===== config.mk =====
export PLATFORM = sky130hd
export DESIGN_NAME = tmr_capcmp
export DESIGN_NICKNAME = d
export VERILOG_FILES = /design/src/rtl/tmr_pkg.sv /design/src/rtl/tmr_counter.sv /design/src/rtl/tmr_capture.sv /design/src/rtl/tmr_compare.sv /design/src/rtl/tmr_capcmp.sv
export SDC_FILE = /design/constraint.sdc
export NUM_CORES = 1
export LEC_CHECK = 0
export BUFFER_PORTS_ARGS = -buffer_cell sky130_fd_sc_hd__buf_2
export CAP_MARGIN = 20
export CORE_ASPECT_RATIO = 2
export CORE_MARGIN = 10
export CORE_UTILIZATION = 50
export DETAILED_ROUTE_END_ITERATION = 10
export MAX_ROUTING_LAYER = met4
export PLACE_DENSITY = 0.83
export SYNTH_ARGS = -nofsm -noshare
export SYNTH_HDL_FRONTEND = slang
export SYNTH_SLANG_ARGS = --single-unit

===== constraint.sdc =====
create_clock -name clk_i -period 4.8 [get_ports clk_i]
set_clock_uncertainty 0.05 [all_clocks]
set_input_delay 0 -clock clk_i [delete_from_list [all_inputs] [get_ports clk_i]]
set_output_delay 0 -clock clk_i [all_outputs]
set_load 0.03 [all_outputs]

===== src/rtl/tmr_pkg.sv =====
package tmr_pkg;
  localparam int ADDR_W = 8;

  localparam logic [ADDR_W-1:0] ADDR_CTRL = 8'h00;
  localparam logic [ADDR_W-1:0] ADDR_STAT = 8'h10;
  localparam logic [ADDR_W-1:0] ADDR_CNT  = 8'h24;
  localparam logic [ADDR_W-1:0] ADDR_ARR  = 8'h2C;
  localparam logic [ADDR_W-1:0] ADDR_CCR  = 8'h34;

  // control register, bit 4 down to bit 0
  typedef struct packed {
    logic run;
    logic out_mode;
    logic pol_n;
    logic pol;
    logic ch_en;
  } ctrl_t;

  localparam int CTRL_W = $bits(ctrl_t);

  typedef enum logic [1:0] {
    EDGE_NONE,
    EDGE_RISE,
    EDGE_FALL,
    EDGE_BOTH
  } edge_sel_e;

  function automatic edge_sel_e decode_edge(logic pol_n, logic pol);
    case ({pol_n, pol})
      2'b00:   return EDGE_RISE;
      2'b01:   return EDGE_FALL;
      2'b11:   return EDGE_BOTH;
      default: return EDGE_NONE;  // reserved code
    endcase
  endfunction
endpackage


===== src/rtl/tmr_counter.sv =====
module tmr_counter #(
  parameter int CNT_W = 16
) (
  input  logic             clk_i,
  input  logic             rst_ni,
  input  logic             run_i,
  input  logic             wr_i,
  input  logic [CNT_W-1:0] wdata_i,
  input  logic [CNT_W-1:0] arr_i,
  output logic [CNT_W-1:0] cnt_o,
  output logic             wrap_o
);
  logic [CNT_W-1:0] cnt_q;

  assign wrap_o = run_i && !wr_i && (cnt_q == arr_i);
  assign cnt_o  = cnt_q;

  always_ff @(posedge clk_i or negedge rst_ni) begin
    if (!rst_ni)      cnt_q <= '0;
    else if (wr_i)    cnt_q <= wdata_i;
    else if (wrap_o)  cnt_q <= '0;
    else if (run_i)   cnt_q <= cnt_q + CNT_W'(1);
  end
endmodule


===== src/rtl/tmr_capture.sv =====
module tmr_capture #(
  parameter int SYNC_STAGES = 2
) (
  input  logic                clk_i,
  input  logic                rst_ni,
  input  logic                in_i,
  input  tmr_pkg::edge_sel_e  edge_sel_i,
  input  logic                arm_i,
  output logic                fire_o
);
  import tmr_pkg::*;

  // sync chain plus one history flop for edge detection
  logic [SYNC_STAGES:0] sh_q;
  logic cur, prev, rise, fall, hit;

  always_ff @(posedge clk_i or negedge rst_ni) begin
    if (!rst_ni) sh_q <= '0;
    else         sh_q <= {sh_q[SYNC_STAGES-1:0], in_i};
  end

  assign cur  = sh_q[SYNC_STAGES-1];
  assign prev = sh_q[SYNC_STAGES];
  assign rise = cur && !prev;
  assign fall = !cur && prev;

  always_comb begin
    case (edge_sel_i)
      EDGE_RISE: hit = rise;
      EDGE_FALL: hit = fall;
      EDGE_BOTH: hit = rise || fall;
      default:   hit = 1'b0;
    endcase
  end

  assign fire_o = arm_i && hit;
endmodule


===== src/rtl/tmr_compare.sv =====
module tmr_compare #(
  parameter int CNT_W = 16
) (
  input  logic [CNT_W-1:0] cnt_i,
  input  logic [CNT_W-1:0] cmp_i,
  input  logic             pol_i,
  input  logic             ch_en_i,
  input  logic             out_mode_i,
  output logic             ref_o,
  output logic             cc_o,
  output logic             cc_oe_o
);
  assign ref_o   = cnt_i < cmp_i;
  assign cc_o    = ref_o ^ pol_i;
  assign cc_oe_o = ch_en_i && out_mode_i;
endmodule


===== src/rtl/tmr_capcmp.sv =====
module tmr_capcmp #(
  parameter int CNT_W       = 16,
  parameter int DATA_W      = 32,
  parameter int SYNC_STAGES = 2
) (
  input  logic                      clk_i,
  input  logic                      rst_ni,
  input  logic                      wr_en_i,
  input  logic [tmr_pkg::ADDR_W-1:0] addr_i,
  input  logic [DATA_W-1:0]         wdata_i,
  output logic [DATA_W-1:0]         rdata_o,
  input  logic                      cap_in_i,
  output logic                      cc_o,
  output logic                      cc_oe_o
);
  import tmr_pkg::*;

  ctrl_t            ctrl_q;
  logic [CNT_W-1:0] arr_q, ccr_q, cnt;
  logic             uf_q, cf_q;
  logic             wr_ctrl, wr_stat, wr_cnt, wr_arr, wr_ccr;
  logic             wrap, cap_fire, cmp_ref;
  edge_sel_e        edge_sel;
  logic             unused_wdata;

  assign unused_wdata = ^wdata_i[DATA_W-1:CNT_W];

  assign wr_ctrl = wr_en_i && (addr_i == ADDR_CTRL);
  assign wr_stat = wr_en_i && (addr_i == ADDR_STAT);
  assign wr_cnt  = wr_en_i && (addr_i == ADDR_CNT);
  assign wr_arr  = wr_en_i && (addr_i == ADDR_ARR);
  assign wr_ccr  = wr_en_i && (addr_i == ADDR_CCR);

  assign edge_sel = decode_edge(ctrl_q.pol_n, ctrl_q.pol);

  tmr_counter #(.CNT_W(CNT_W)) u_cnt (
    .clk_i   (clk_i),
    .rst_ni  (rst_ni),
    .run_i   (ctrl_q.run),
    .wr_i    (wr_cnt),
    .wdata_i (wdata_i[CNT_W-1:0]),
    .arr_i   (arr_q),
    .cnt_o   (cnt),
    .wrap_o  (wrap)
  );

  tmr_capture #(.SYNC_STAGES(SYNC_STAGES)) u_cap (
    .clk_i      (clk_i),
    .rst_ni     (rst_ni),
    .in_i       (cap_in_i),
    .edge_sel_i (edge_sel),
    .arm_i      (ctrl_q.ch_en && !ctrl_q.out_mode),
    .fire_o     (cap_fire)
  );

  tmr_compare #(.CNT_W(CNT_W)) u_cmp (
    .cnt_i      (cnt),
    .cmp_i      (ccr_q),
    .pol_i      (ctrl_q.pol),
    .ch_en_i    (ctrl_q.ch_en),
    .out_mode_i (ctrl_q.out_mode),
    .ref_o      (cmp_ref),
    .cc_o       (cc_o),
    .cc_oe_o    (cc_oe_o)
  );

  always_ff @(posedge clk_i or negedge rst_ni) begin
    if (!rst_ni) begin
      ctrl_q <= '0;
      arr_q  <= '1;
      ccr_q  <= '0;
      uf_q   <= 1'b0;
      cf_q   <= 1'b0;
    end else begin
      if (wr_ctrl) ctrl_q <= ctrl_t'(wdata_i[CTRL_W-1:0]);
      if (wr_arr)  arr_q  <= wdata_i[CNT_W-1:0];
      // a capture wins over a bus write in the same cycle
      if (cap_fire)    ccr_q <= cnt;
      else if (wr_ccr) ccr_q <= wdata_i[CNT_W-1:0];
      // flag set wins over a write-zero clear
      if (wrap)                     uf_q <= 1'b1;
      else if (wr_stat && !wdata_i[0]) uf_q <= 1'b0;
      if (cap_fire)                 cf_q <= 1'b1;
      else if (wr_stat && !wdata_i[1]) cf_q <= 1'b0;
    end
  end

  always_comb begin
    rdata_o = '0;
    case (addr_i)
      ADDR_CTRL: rdata_o[CTRL_W-1:0] = ctrl_q;
      ADDR_STAT: rdata_o[1:0]        = {cf_q, uf_q};
      ADDR_CNT: begin
        rdata_o[CNT_W-1:0] = cnt;
        rdata_o[DATA_W-1]  = uf_q;
      end
      ADDR_ARR:  rdata_o[CNT_W-1:0]  = arr_q;
      ADDR_CCR:  rdata_o[CNT_W-1:0]  = ccr_q;
      default:   rdata_o = '0;
    endcase
  end

  logic unused_ref;
  assign unused_ref = cmp_ref;
endmodule


==> results.cfg, run 1 <==
[synthesis]
synth-xor-area-share_pct = 4.06
synthAdderAreaFrac_pct = 5.85
synth_top_family_by_area = simple AND/OR/NAND/NOR gates
async_flop_share_pct = 100
synthMuxAreaShare_pct = 10.6
ys_ff_latch = 58
synth_ff_type = dfrtp_1
synth_compound_area_share_pct = 14.5
synthSimpleGateAreaFrac_pct = 17.1
yosys.area.top_type = dfrtp_1
ys_top_cells_by_area = dfrtp_1 27%, dfstp_2 11%, ha_1 5.8%
synth-seq-area-share_pct = 38.2
syn_area_um2 = 3850
synth-edff-count = 0
synth_top_area_share_pct = 27.3
avgSynthCellArea_um2 = 9.35
netlist_instances = 412
ys_warn_count = 0
synthDistinctLibCells = 47

[global_routing]
grt_pass1_wl_um = 16900
grt_max_degree = 59
use_met2_pct = 32.4
busiest_layer = met2
grt_util_met1_pct = 19.0
track_usage_pct = 19.0
first_global_vias = 3468
gr-total-overflow = 0
antenna_found_initial = 1
use_met3_pct = 4.42

[sta]
grt_setup_unrepaired = false
finalSetupViolations = 0
worst_pin_slew_ns = 0.976
tns_ns = 0
period_needed_ns = 2.62
slew_headroom_pct = 34.4
drv_slew = 0
post-route-period-util_pct = 54.6
hold_viol_final = 0
max_freq_mhz = 382

[die]
num_rows = 45
die-area_um2 = 11800
die_h_um = 144
die_w_um = 82.1
initial_core_util_pct = 51.0
pin_count = 78
core_um2 = 7540

[route]
wirelength_um = 10400
drtIter0Drc = 334
route.detailed.wl_per_inst_um = 18.4
drc = 0
dr.pass1.iters = 8
viasPerCell = 5.93
vias = 3349
antenna_left = 0

[clocking]
worstSkewPairLatency_ns = 0.34
cts_tree = built
htreeDepth = 3
post_cts_resized = 0
hold_buffers = 19
post_cts_buffers = 0
clockBufferDepth = 2
clock-sinks = 58
cts_buffers = 9
path_clk_slew_ns = 0.05
cts-root-buf = clkbuf_16

[hold_path]
hold_class = input pin to register

[setup_path]
worst_setup_path_end_kind = output pin
criticalPathCategory = register to output pin
cp_max_fo = 9
cp.required_ns = 4.75
critPathLaunchType = register
arrival_ns = 2.57

[cells_and_area]
fin_nets = 527
multi_input_area_um2 = 2060
seq_area_um2 = 1470
syn_to_final_growth_pct = 16.5
num-fill-cells = 646
drive_above_1_share_pct = 20.9
final_cell_area_um2 = 4490

[flow_run]
maxCapViolCount = 0

[place]
portBuffers = 46
dpl_cell_area_um2 = 4010
dp_hpwl_um = 7200
gp_congestion = 0.925

[pwr]
leakagePower_nw = 2.23
total_power_w = 0.00199
power_density_nw_per_um2 = 443
peakVddDrop_v = 0.000262

[outcome]
outcome = finished clean
==> cell usage after synthesis, types with 2 or more instances <==
master     n
and3_1     9
buf_6      4
clkbuf_1   8
dfrtp_1   42
ha_1      18
mux2i_1   17
buf_2      9
a222oi_1  16
nand2_1   33
mux2_1    10
o21ai_1   10
nand4_1    7
a31oi_1   13
and4_1     2
nor3_1     4
a211oi_1   3
nand3_1    3
dfstp_2   16
nor4_2     2
mux2_2    11
nand3b_1  12
inv_1     30
nor2_1    40
and2_1     2
a21oi_1   27
a22oi_1    4
buf_4     18
xnor2_1   15
o21ai_0    9
==> path summary, 6_finish.rpt <==
check,cells after the start,startpoint,endpoint,slack (ns)
max,8,u_cnt.cnt_o[5],cc_o,2.18
min,5,addr_i[5],uf_q,0.04
max reg2reg,6,u_cnt.cnt_o[13],u_cnt.cnt_o[5],2.24
min reg2reg,0,u_cap.sh_q[0],u_cap.sh_q[1],0.30
max in group asynchronous,3,rst_ni,ccr_q[15],3.91
min in group asynchronous,3,rst_ni,ccr_q[5],0.29
==> cells by family after synthesis <==
logic type | after synthesis
simple gates | 124
compound gates | 86
buf+inv | 70
flops | 58
mux | 38
fa+ha+maj | 18
xor+xnor | 17
other cells | 1
==> critical path, stage by stage, from the launching register on <==
cell and delay [ns]:
dfrtp_1 0.47, ha_1 0.35, a21oi_1 0.14, nor2_1 0.06, a211oi_1 0.21, o21ai_0 0.22, a211oi_1 0.41, xor2_1 0.16
buf_2 0.21
==> routing by layer <==
layer | share of wire [%] | vias to the layer above
met1 | 35 | 1623
met2 | 55 | 144
met3 | 6.1 | 37
met5 | 0 | -
li1 | - | 1545
met4 | 4.5 | 0
==> power breakdown <==
part	internal (W)	switching (W)	leakage [nW]	total, W
logic	0.000279	0.000340	1.45	0.000619
registers	0.000606	0.000189	0.657	0.000795
clock network	0.000363	0.000209	0.125	0.000572
total	0.00125	0.000738	2.23	0.00199
==> cell usage in the layout, fill, tap and decap left out, drive strengths merged <==
| master | n |
|---|---|
| dfstp | 16 |
| a21bo | 1 |
| a31oi | 13 |
| nand2b | 1 |
| nand2 | 34 |
| a222oi | 16 |
| xor2 | 1 |
| nor3 | 5 |
| mux2i | 17 |
| nor2b | 1 |
| mux2 | 21 |
| and3 | 9 |
| dlygate4sd3 | 19 |
| nand3b | 12 |
| clkbuf | 16 |
| dfrtp | 42 |
| nor2 | 42 |
| and4 | 2 |
| nand4 | 8 |
| o22ai | 1 |
| o21ai | 19 |
| a21oi | 28 |
| ha | 18 |
| nor4 | 3 |
| buf | 49 |
| conb | 15 |
| a22oi | 4 |
| o21a | 1 |
| nor4b | 1 |
| and2 | 2 |
| nand4b | 1 |
| a211oi | 3 |
| xnor2 | 16 |
| nand3 | 3 |
| inv | 30 |
| diode | 1 |
==> cell type report <==
cell class                 count  area share, %
antenna                        1         0.0558
timing repair buffer          68           10.3
inverter                      30           2.51
sequential                    58           32.8
tap                           94           2.62
clock buffer                  16           5.83
multi-input combinational    298           45.9
==> sequential cells by signal, summed over array words and instances, names as in the netlist <==
signal	flops
cf_q	1
u_cnt.cnt_o	16
arr_q	16
ccr_q	16
uf_q	1
ctrl_q	5
u_cap.sh_q	3
==> metrics by stage <==
stage | hold slack [ns] | instances | setup slack, ns | util [%]
after floorplan | -0.346 | 426 | 2.84 | -
after global placement | 0.0606 | 528 | 2.24 | 53.1
after detailed placement | 0.0625 | 528 | 2.23 | 53.1
after CTS | 0.0420 | 563 | 2.21 | 59.1
after global routing | 0.0802 | 565 | 2.07 | 59.5
final | 0.0427 | 565 | 2.18 | 59.5
Note: power is estimated with default switching activity, not from simulation.
==> run 2: changes to the inputs <==
- clock period: 4.8 -> 2.5 ns (I/O delays scaled with it)
==> run 2 against run 1 <==
Largest cell class unchanged. Worst setup slack got worse by 2.1 ns. Cell count increased by 1.2%. Final area increased by 3.2%. Worst hold slack improved by 0.014 ns. Register-to-register slack got worse by 1.9 ns.
==> results.cfg, run 2 (synthesis gave the netlist of run 1 again) <==
[global_routing]
grt_pass1_wl_um = 16700
first_global_vias = 3487
grt_max_degree = 59
antenna_found_initial = 0
track_usage_pct = 18.8
gr-total-overflow = 0

[clocking]
post_cts_buffers = 0
cts_buffers = 9
cts_tree = built
htreeDepth = 3
path_clk_slew_ns = 0.05
clock-sinks = 58
cts-root-buf = clkbuf_16
clockBufferDepth = 2
worstSkewPairLatency_ns = 0.33

[route]
route.detailed.wl_per_inst_um = 18.7
antenna_left = 0
viasPerCell = 5.91
drtIter0Drc = 339
dr.pass1.iters = 8
drc = 0
vias = 3381
wirelength_um = 10700

[sta]
hold_viol_final = 0
grt_setup_unrepaired = false
drv_slew = 0
post-route-period-util_pct = 96.5
max_freq_mhz = 414
finalSetupViolations = 0
slew_headroom_pct = 57.8
worst_pin_slew_ns = 0.633
period_needed_ns = 2.41
tns_ns = 0

[die]
die-area_um2 = 11800
die_w_um = 82.1
num_rows = 45
die_h_um = 144
pin_count = 78
initial_core_util_pct = 51.0
core_um2 = 7540

[setup_path]
crit_family = compound AO/OA/AOI/OAI gates
crit-reg2reg-launch = u_cnt.cnt_o[8]
r2r-end = u_cnt.cnt_o[5]
ff2ff_setup_slack_ns = 0.32
slowest_delay_ns = 0.47
arrival_ns = 2.36
critPathLaunchType = register
cpMostUsedCell = o21ai_0
criticalPathCategory = register to output pin
worst_setup_path_end_kind = output pin
cp_max_fo = 8
cp_slowest_cell = dfrtp_1
ff2ff_path_depth = 7
crit_buf_inv = 1
cp.required_ns = 2.45
worstPathCellList = ha_1, a21oi_1, nor2b_1, o21ai_0, o21ai_0, a211oi_2, xor2_1, buf_2

[cells_and_area]
antenna_cells = 0
syn_to_final_growth_pct = 20.3
final_cell_area_um2 = 4630
fin_nets = 535
final_common_cell = buf_2
drive_above_1_share_pct = 23.8
final_cell_mix = 46 x buf_2, 42 x dfrtp_1, 40 x nor2_1, 33 x nand2_1, 30 x inv_1

[outcome]
outcome = finished clean

[hold_path]
holdPathEnd = ccr_q[1]
hold_class = input pin to register
min_from = wr_en_i
hold_depth = 3

[place]
dpl_cell_area_um2 = 4090
gp_congestion = 0.937
portBuffers = 46
dp_hpwl_um = 7410

[pwr]
peakVddDrop_v = 0.000529
leakagePower_nw = 2.32
power_density_nw_per_um2 = 907

[flow_run]
maxCapViolCount = 0
-- run 2: cell count changes in the layout (fill, tap and decap cells not counted), moves of 2 or more --
| cell | delta |
|---|---|
| bufinv_16 | +3 |
| clkbuf_1 | -6 |
| buf_4 | +9 |
| clkinv_2 | +2 |
-- run 2: metrics by stage --
stage                     setup WS (ns)  hold WS (ns)  total power [W]  util [%]  cells
after floorplan                   0.540        -0.346          0.00236         -    426
after global placement            0.367       -0.0255          0.00263      54.3    538
after detailed placement          0.344      -0.00607          0.00269      54.3    538
after CTS                       0.00848        0.0382          0.00419      61.3    572
after global routing             0.0389        0.0720          0.00444      61.4    572
final                            0.0872        0.0564          0.00420      61.4    572
-- run 2: worst max path at each step --
| stage | startpoint | slack [ns] | depth (start not counted) | endpoint |
|---|---|---|---|---|
| 3_3_place_gp | u_cnt.cnt_o[7] | 0.37 | 8 | cc_o |
| 5_1_grt | u_cnt.cnt_o[13] | 0.04 | 8 | cc_o |
| 2_1_floorplan | ccr_q[5] | 0.54 | 8 | cc_o |
| 6_report | u_cnt.cnt_o[13] | 0.09 | 8 | cc_o |
| 3_5_place_dp | u_cnt.cnt_o[8] | 0.34 | 7 | u_cnt.cnt_o[5] |
| 4_1_cts | u_cnt.cnt_o[7] | 0.008 | 8 | cc_o |
-- run 2: metal layers --
metal  GRT usage, %  part of all wire (%)  up-vias
met5              -                     0        -
met4           11.9                   5.1        0
met3           4.23                   6.1       45
met2           32.2                    54      155
met1           18.3                    35     1618
li1               -                     -     1563
-- run 2: repair_timing --
action | CTS | global route
hold buffers | 18 | 0
hold endpoints to repair | 111 | 0
endpoints found under the setup margin | 0 | 1
gates resized for setup | 0 | 2
-- run 2: worst reg2reg max path, cell delays in order (launching register included) --
cell	delay [ns]
dfrtp_1	0.46
xnor2_1	0.34
nand4_2	0.19
nor4_4	0.33
buf_4	0.28
nor2_4	0.12
a22oi_1	0.20
a21oi_1	0.09
-- run 2: power by group --
| part | switching [W] | leakage [nW] | internal (W) | total, W |
|---|---|---|---|---|
| combinational | 0.000709 | 1.49 | 0.000571 | 0.00128 |
| clock | 0.000421 | 0.176 | 0.00102 | 0.00144 |
| sequential | 0.000313 | 0.657 | 0.00116 | 0.00148 |
-- run 2: area by class of cell --
type / instances / area, um^2
fillers: 631 / 2910
multi-input cells: 298 / 2060
flip-flops and latches: 58 / 1470
repair buffers: 76 / 513
clock buffers: 11 / 253
well taps: 94 / 118
inverters: 30 / 113
clock inverters: 5 / 100
